===== src/rtl/branch_target_sel.sv =====
module branch_target_sel #(
  parameter int AW = 32,
  parameter int DW = 25
) (
  input  logic          clk,
  input  logic          rst_n,
  input  logic [AW-1:0] cur_addr,
  input  logic [AW-1:0] abs_addr,
  input  logic [DW-1:0] rel_disp,
  input  logic [1:0]    mode,
  input  logic          cond_true,
  input  logic          resolve,
  input  logic          link_save,
  input  logic          ctr_dec,
  input  logic          lr_wr,
  input  logic          ctr_wr,
  input  logic [AW-1:0] wr_data,
  output logic [AW-1:0] next_pc,
  output logic          taken,
  output logic [AW-1:0] lr_q,
  output logic [AW-1:0] ctr_q
);
  localparam logic [AW-1:0] STEP = AW'(4);
  localparam logic [AW-1:0] MASK = ~AW'(3);

  logic [AW-1:0] seq_addr, disp_ext, target, ctr_next;
  logic          ctr_ok;

  assign seq_addr = cur_addr + STEP;
  assign disp_ext = {{(AW-DW){rel_disp[DW-1]}}, rel_disp};
  assign ctr_next = ctr_q - AW'(1);
  assign ctr_ok   = !ctr_dec || (ctr_next != '0);
  assign taken    = cond_true && ctr_ok;

  always_comb begin
    case (mode)
      2'd0:    target = abs_addr;
      2'd1:    target = cur_addr + disp_ext;
      2'd2:    target = lr_q;
      default: target = ctr_q;
    endcase
  end

  assign next_pc = (taken ? target : seq_addr) & MASK;

  always_ff @(posedge clk) begin
    if (!rst_n) begin
      lr_q  <= '0;
      ctr_q <= '0;
    end else begin
      if (resolve && link_save) lr_q <= seq_addr;
      else if (lr_wr)           lr_q <= wr_data;
      if (resolve && ctr_dec)   ctr_q <= ctr_next;
      else if (ctr_wr)          ctr_q <= wr_data;
    end
  end
endmodule


===== config.mk =====
export PLATFORM = sky130hd
export DESIGN_NAME = branch_target_sel
export DESIGN_NICKNAME = d
export VERILOG_FILES = /design/src/rtl/branch_target_sel.sv
export SDC_FILE = /design/constraint.sdc
export NUM_CORES = 1
export LEC_CHECK = 0
export ABC_CLOCK_PERIOD_IN_PS = 8300
export BUFFER_PORTS_ARGS = -buffer_cell sky130_fd_sc_hd__buf_2
export CAP_MARGIN = 20
export CORE_ASPECT_RATIO = 0.7
export CORE_MARGIN = 3
export CORE_UTILIZATION = 56
export CTS_CLUSTER_DIAMETER = 120
export DETAILED_ROUTE_END_ITERATION = 16
export GPL_TIMING_DRIVEN = 0
export PLACE_DENSITY = 0.87
export REMOVE_ABC_BUFFERS = 1
export SYNTH_ARGS = -nofsm -noshare
export SYNTH_HDL_FRONTEND = slang
export SYNTH_SLANG_ARGS = --single-unit

===== constraint.sdc =====
create_clock -name clk -period 8.3 [get_ports clk]
set_input_delay 1.66 -clock clk [delete_from_list [all_inputs] [get_ports clk]]
set_output_delay 1.66 -clock clk [all_outputs]
set_load 0.05 [all_outputs]

Word-level counts from Yosys, hierarchy flattened

Cells that the tools add are included.

Register bits after elaboration: 64
Input port bits: 131
Output and inout port bits: 97
Logic and storage cells: 22

Add/sub/neg operators: 3
Equal/unequal tests: 2
Muxes and demuxes: 6
Reduce and logical (&&, ||, !) cells: 9

Operators by type and width:

| operator                | count |
|---|---|
| $mux W32                | 5 |
| $pmux W32 S3            | 1 |
| $add A32 B3 Y32 const B | 1 |
| $add A32 B32 Y32        | 1 |
| $reduce_bool A32 Y1     | 1 |
| $sub A32 B1 Y32 const B | 1 |
| $reduce_bool A2 Y1      | 2 |
| $logic_and A1 B1 Y1     | 3 |
| $eq A2 B1 Y1 const B    | 1 |
| $eq A2 B2 Y1 const B    | 1 |
| $logic_not A2 Y1        | 1 |
| $logic_not A1 Y1        | 1 |
| $logic_or A1 B1 Y1      | 1 |

Depth between registers and ports, before layout

Gate-level depths: netlist (run 1).

Depth in word-level cells: 5
Depth in mapped cells: 13
Mapped depth without buffers: 11

Least setup slack after synthesis (run 1)

No wires, ideal clock.

Kind: in2out
Start: in cur_addr[23]
End: out next_pc[30]
Data arrival time: 4.318 ns
Data required time: 6.640 ns
Path slack: 2.322 ns
Stages on the path: 11
Path buffers: 1
Cell sequence: ha_1 clkbuf_1 a21o_1 a21o_1 a21o_1 or3_1 a211oi_1 o31ai_1 xor2_1 o21ai_0 a21oi_1

Cells in the longest elaborated chain, start to end: 3
Elaborated cells between the ends (all ways): 4
Those cells by class: 2 x add/sub; 2 x mux

Ends and longest elaborated chain:

| what             | line | RTL |
|---|---|---|
| start, declared  | 7    | `input logic [AW-1:0] cur_addr,` |
| $add A32 B32 Y32 | 38   | `2'd1: target = cur_addr + disp_ext;` |
| $pmux W32 S3     | 36   | `case (mode)` |
| $mux W32 (*)     | 44   | `assign next_pc = (taken ? target : seq_addr) & MASK;` |
| end, declared    | 18   | `output logic [AW-1:0] next_pc,` |

Every way passes the cells marked *; elsewhere a longest branch is shown, timed or not.

Worst setup path in the final report (run 1)

Start: in cur_addr[2]
End: out next_pc[28]

Same word-level chain as after synthesis.

==> results.py, run 1 <==
metrics = {
    "status": {
        "outcome": "complete, no violations",
    },
    "route": {
        "wl_mm": 24.6,
        "final_antenna_net_count": 0,
        "drc_errors": 0,
        "top_layer": "met4",
        "vias": 7678,
        "vias_per_cell": 6.53,
        "routed-wl-met2_mm": 10.2,
        "dr.pass1.iters": 5,
        "drt_iter0_drc": 854,
        "wl_met1_mm": 10.6,
        "routedWlPerCell_um": 20.9,
        "routed-wl-met3_mm": 3.26,
    },
    "worst_setup_path": {
        "worstPathRequired_ns": 6.64,
        "critPathMaxFanout": 9,
        "cp.buffers_inverters": 2,
        "start_kind": "input pin",
        "cp_cell_sequence": "buf_2 -> ha_1 -> a21oi_1 -> a21oi_1 -> o2111ai_1 -> a21oi_1 -> a211oi_1 -> nor2_1 -> xor2_1 -> mux4_2 -> mux2_1 -> buf_2",
        "critical-path-max-stage-delay_ns": 0.62,
        "crit_path_end_kind": "primary output",
        "path_class": "in -> out",
        "cp_common_cell": "a21oi_1",
        "path_delay_family": "compound AO/OA/AOI/OAI gates",
        "crit_slowest_cell": "o2111ai_1",
        "r2r_slack_ns": 5.03,
        "cp_data_arrival_time_ns": 5.35,
    },
    "yosys": {
        "yosysTopAreaCellShare": 0.189,
        "async_reset_ff_frac": 0,
        "synth_edf_count": 0,
        "synthTopCellsByArea": "dfxtp_1, mux4_2, ha_1",
        "synthTopCellsByCount": "nand2_1, nor2_1, dfxtp_1, a21oi_1, clkbuf_1",
        "synth_seq_cells": 64,
        "yosys_warnings": 0,
        "syn_area_sq_um": 6770,
        "post_synth.cell_area_avg_sq_um": 8.06,
        "synth.most_common_cell": "nand2_1",
        "ys.flop_type": "dfxtp_1",
        "postSynthCellCount": 839,
        "synth_cell_types": 68,
        "seq_area_frac_synth": 0.189,
        "yosys.area.top_type": "dfxtp_1",
    },
    "placement": {
        "portBuffers": 223,
        "placedCellCount": 1157,
        "gp_congestion": 0.908,
        "hpwl_mm": 18.1,
    },
    "floorplanning": {
        "fp.dieW_um": 137,
        "dieHeight_um": 98.0,
        "rows": 32,
        "start_util": 0.593,
        "coreArea_sq_um": 11400,
        "die_area_sq_um": 13500,
        "io-pin-count": 228,
    },
    "timing": {
        "tns_ns": 0,
        "rsz0062_at_grt": "no",
        "hold_viol": 0,
        "skew_ns": 0.00445,
        "maxSlewHeadroom": 0.224,
        "holdWs_ns": 0.562,
        "fin_crit_ns": 7.01,
        "setup_violations": 0,
        "fin_crit_sh": 0.845,
        "fmax_ghz": 0.143,
        "tightest_slew_ns": 1.16,
        "drv_slew": 0,
    },
    "layout": {
        "area_delta_synth_final_pct": 21.1,
        "nets": 1182,
        "layout-drive-gt1-share": 0.286,
        "antenna_cells": 0,
        "instances_no_fill": 1176,
    },
    "clocking": {
        "cts_root_buffer": "clkbuf_16",
        "hold_buffers": 0,
        "htreeDepth": 3,
        "cts.repair.resized": 0,
        "path_clk_slew_ns": 0.05,
        "numCtsBuffers": 9,
        "clkSinkCount": 64,
        "post_cts_buffers": 0,
        "clockBufferDepth": 2,
        "cts_tree": "done",
        "clkLatencyLatePin_ns": 0.33,
    },
    "min_path": {
        "hold_class": "reg -> reg",
    },
    "flow_run": {
        "maxCapViolCount": 0,
    },
    "global_routing": {
        "antenna_found_initial": 0,
        "grt-ovfl-total": 0,
        "grt_pass1_wl_mm": 37.2,
        "grtUsageTotal": 0.349,
        "grt_pass1_vias": 6948,
        "grt_max_degree": 65,
    },
    "power": {
        "power.total_mw": 1.34,
        "vdd_drop_max_mv": 0.109,
        "p_leak_nw": 3.92,
        "p_per_area_nw_per_um2": 164,
    },
}
power breakdown:
part,internal (mW),leakage [nW],switching [mW]
Combinational,0.208,3.24,0.392
Sequential,0.332,0.530,0.0371
Clock,0.226,0.145,0.146
metal layers:
| layer | track usage | vias to the layer above |
|---|---|---|
| met3 | 0.0958 | 34 |
| li1 | - | 3506 |
| met4 | 0.0821 | 0 |
| met2 | 0.505 | 539 |
| met1 | 0.513 | 3599 |
| met5 | 0 | - |
stage by stage:
stage / setup slack (ns) / util / instance area [sq um]
after floorplan: 1.66 / - / 6490
after global placement: 1.14 / 0.683 / 7790
after detailed placement: 1.53 / 0.688 / 7860
after CTS: 1.51 / 0.713 / 8140
after global routing: 1.20 / 0.718 / 8200
final: 1.29 / 0.718 / 8200
final cells by class:
type | count | area, sq um
Clock buffer | 13 | 270
Clock inverter | 3 | 15.0
Fill cell | 883 | 3210
Inverter | 13 | 48.8
Multi-Input combinational cell | 702 | 5170
Sequential cell | 64 | 1280
Tap cell | 153 | 191
Timing Repair Buffer | 228 | 1220
sequential cells by signal, indices dropped and copies added (netlist names):
signal / flops
ctr_q: 32
lr_q: 32
final timing paths:
| check | startpoint | endpoint | cells after the start |
|---|---|---|---|
| setup reg to reg | ctr_q[0] | ctr_q[30] | 9 |
| hold / removal | ctr_q[11] | ctr_q[11] | 2 |
| setup / recovery | cur_addr[2] | next_pc[28] | 12 |
| hold reg to reg | ctr_q[11] | ctr_q[11] | 2 |
worst reg2reg max path, stage by stage, from the launching register on:
cell      delay, ns
dfxtp_1        0.35
inv_1          0.09
ha_1           0.30
nor4b_4        0.54
nand2_2        0.22
or4_1          0.69
nor2_1         0.34
nand2_1        0.12
o311ai_0       0.35
a21boi_0       0.14
cell families after synthesis:
family          Yosys count  synth area share
compound gates          218             0.225
mux                      83             0.173
simple gates            307             0.226
other cells               1          0.000554
buf+inv                  74            0.0490
flops                    64             0.189
xor+xnor                 59            0.0764
fa+ha+maj                33            0.0610
layout by cell type (no fill, tap or decap), types with 7 or more instances in the layout:
master / instances
a21boi_0: 14
dfxtp_1: 64
nand2b_1: 8
nand3_1: 24
a21oi_1: 52
a21o_1: 8
buf_2: 223
mux4_2: 23
o21ai_0: 42
mux2i_1: 38
o211a_1: 28
nor2_1: 73
inv_1: 12
a221oi_1: 8
and3_1: 15
ha_1: 33
mux2_1: 7
a211oi_1: 10
nor2b_1: 16
xor2_1: 19
xnor2_1: 40
or3_1: 8
mux2_2: 9
nand2_1: 90
clkbuf_16: 9
nor3_1: 24
nand4_1: 15
Power figures use the tool's default switching activity.
==> run 2, diff against run 1 <==
Settings changed: ABC_AREA from default to 1, ABC_CLOCK_PERIOD_IN_PS 8300 to 5700, CORE_UTILIZATION 56 to 49, PLACE_DENSITY 0.87 to 0.78.
Clock period 8.3 ns to 5.7 ns, I/O delays scaled along.
==> results.py, run 2 <==
metrics = {
    "worst_setup_path": {
        "critPathMaxFanout": 31,
        "cp_data_arrival_time_ns": 4.28,
        "critical-path-max-stage-delay_ns": 0.65,
        "start_kind": "register",
        "r2r_slack_ns": 3.78,
        "path_class": "reg -> out",
        "rr_startpoint": "ctr_q[5]",
        "r2r-end": "ctr_q[27]",
        "ff2ff_path_depth": 8,
        "crit_slowest_cell": "nand2_2",
        "worstPathRequired_ns": 4.56,
        "cp_common_cell": "nand2_1",
        "cp_cell_sequence": "inv_1 -> ha_1 -> nand3_1 -> inv_1 -> nand2_1 -> nand2_1 -> nand2_1 -> nor2_1 -> nand2_1 -> nor3_2 -> nand4_2 -> buf_12 -> nand2_2 -> nand2_1 -> nand2_1 -> buf_2",
        "crit_path_end_kind": "primary output",
    },
    "timing": {
        "rsz0062_at_grt": "no",
        "worst_slack_ns": 0.277,
        "hold_viol": 0,
        "fin_crit_sh": 0.951,
        "skew_ns": 0.00662,
        "tightest_slew_ns": 1.06,
        "drv_slew": 0,
        "maxSlewHeadroom": 0.290,
        "fmax_ghz": 0.184,
        "setup_violations": 0,
        "fin_crit_ns": 5.42,
    },
    "clocking": {
        "post_cts_buffers": 0,
        "clkSinkCount": 64,
        "cts.repair.resized": 0,
        "clkLatencyLatePin_ns": 0.34,
        "htreeDepth": 3,
        "cts_root_buffer": "clkbuf_16",
        "hold_buffers": 0,
        "clockBufferDepth": 2,
        "cts_tree": "done",
        "numCtsBuffers": 9,
        "path_clk_slew_ns": 0.06,
    },
    "route": {
        "vias_per_cell": 5.52,
        "final_antenna_net_count": 0,
        "wl_mm": 34.3,
        "drc_errors": 0,
        "drt_iter0_drc": 1372,
        "vias": 10800,
        "dr.pass1.iters": 5,
        "routedWlPerCell_um": 17.6,
    },
    "power": {
        "p_leak_nw": 5.56,
        "vdd_drop_max_mv": 0.135,
        "power.total_mw": 2.09,
        "p_per_area_nw_per_um2": 216,
    },
    "placement": {
        "hpwl_mm": 27.1,
        "dpl-instance-area_sq_um": 9330,
        "portBuffers": 223,
        "placedCellCount": 1938,
        "gp_congestion": 0.994,
        "post-place-ws_ns": 0.875,
    },
    "yosys": {
        "synth_edf_count": 0,
        "postSynthCellCount": 1545,
        "yosys_warnings": 0,
        "seq_area_frac_synth": 0.158,
        "ys.flop_type": "dfxtp_1",
        "synth_seq_cells": 64,
        "yosys.area.top_type": "nand2_1",
        "synth_cell_types": 41,
        "syn_area_sq_um": 8090,
        "async_reset_ff_frac": 0,
        "post_synth.cell_area_avg_sq_um": 5.23,
        "yosysTopAreaCellShare": 0.281,
        "synthTopCellsByArea": "nand2_1, dfxtp_1, inv_1",
        "synthTopCellsByCount": "nand2_1, inv_1, nor2_1, nand3_1, o21ai_0",
        "synth.most_common_cell": "nand2_1",
    },
    "layout": {
        "antenna_cells": 0,
        "area_delta_synth_final_pct": 19.3,
        "reg_top3": "ctr_q (32), lr_q (32)",
        "final_cell_mix": "nand2_1, inv_1, buf_2, nor2_1, nand3_1",
        "fin_area_sq_um": 9650,
        "instances_no_fill": 1954,
        "fill_cells": 1718,
        "nets": 1894,
        "layout-drive-gt1-share": 0.160,
        "layout_commonest_cell": "nand2_1",
    },
    "floorplanning": {
        "die_area_sq_um": 18100,
        "coreArea_sq_um": 15800,
        "dieHeight_um": 113,
        "start_util": 0.511,
        "fp.dieW_um": 160,
        "io-pin-count": 228,
        "rows": 38,
    },
    "global_routing": {
        "antenna_found_initial": 1,
        "grt_pass1_vias": 9549,
        "grtUsageTotal": 0.367,
        "grt_pass1_wl_mm": 52.8,
        "grt-ovfl-total": 0,
        "grt_max_degree": 58,
    },
    "min_path": {
        "hold_depth": 2,
        "worstHoldStart": "lr_q[4]",
        "hold_class": "reg -> reg",
        "holdPathEnd": "lr_q[4]",
    },
    "status": {
        "outcome": "complete, no violations",
    },
    "flow_run": {
        "maxCapViolCount": 0,
    },
}
-- run 2: cell count changes in the layout (fill, tap and decap cells not counted), moves of 38 or more --
| cell | before | now |
|---|---|---|
| inv_1 | 12 | 228 |
| mux2i_1 | 38 | 0 |
| nand2_1 | 90 | 603 |
| nand3_1 | 24 | 98 |
| nor2_1 | 73 | 123 |
| o21ai_0 | 42 | 85 |
-- run 2: logic make-up after synthesis --
| logic type | Yosys count | synth area share |
|---|---|---|
| AOI/OAI and AO/OA | 205 | 0.140 |
| xor gates and xnor gates | 30 | 0.0325 |
| adders and majority gates | 33 | 0.0511 |
| buffers and inverters | 288 | 0.139 |
| DFF | 64 | 0.158 |
| other | 1 | 0.000464 |
| and+or+nand+nor | 924 | 0.479 |
-- run 2: power by group --
part           switching (mW)  leakage [nW]  total (mW)  internal [mW]
sequential             0.0580         0.532       0.543          0.485
clock                   0.216         0.139       0.564          0.348
combinational           0.709          4.89       0.979          0.270
-- run 2: critical path, delay by kind of cell (launching register included) --
kind / cells / cell delay (ns)
and+or+nand+nor: 11 / 2.28
buffers and inverters: 4 / 0.93
DFF: 1 / 0.34
adders and majority gates: 1 / 0.38
-- run 2: cell type report --
| type | count | area (sq um) | area share |
|---|---|---|---|
| Tap cell | 220 | 275 | 0.0285 |
| Multi-Input combinational cell | 1194 | 5710 | 0.592 |
| Inverter | 233 | 875 | 0.0906 |
| Clock buffer | 12 | 246 | 0.0255 |
| Clock inverter | 3 | 42.5 | 0.00441 |
| Sequential cell | 64 | 1280 | 0.133 |
| Timing Repair Buffer | 228 | 1220 | 0.126 |
-- run 2: how the worst max path moves through the flow --
stage / startpoint / cells past startpoint / slack [ns] / end
finish: ctr_q[0] / 16 / 0.28 / next_pc[9]
global route: ctr_q[0] / 16 / 0.1 / next_pc[16]
CTS: ctr_q[0] / 16 / 0.50 / next_pc[16]
detailed placement: ctr_q[5] / 15 / 0.88 / next_pc[16]
global placement: ctr_q[0] / 15 / -0.02 / next_pc[16]
floorplan: ctr_q[0] / 12 / 1.36 / next_pc[10]
-- run 2: metrics by stage --
| step | setup TNS (ns) | util | hold WS, ns |
|---|---|---|---|
| 3_3_place_gp | -0.0955 | 0.583 | 0.503 |
| 6_report | 0 | 0.609 | 0.529 |
| 5_1_grt | 0 | 0.609 | 0.555 |
| 4_1_cts | 0 | 0.608 | 0.517 |
| 3_5_place_dp | 0 | 0.589 | 0.509 |
| 2_1_floorplan | 0 | - | 0.715 |
-- run 2: routing by layer --
metal,global-route usage,wire (um),vias to the layer above,share of wire
met5,0,13,-,0.00038
met4,0.107,971,2,0.028
met3,0.0748,4360,63,0.13
met2,0.554,14000,688,0.41
met1,0.528,14900,4768,0.43
li1,-,-,5264,-
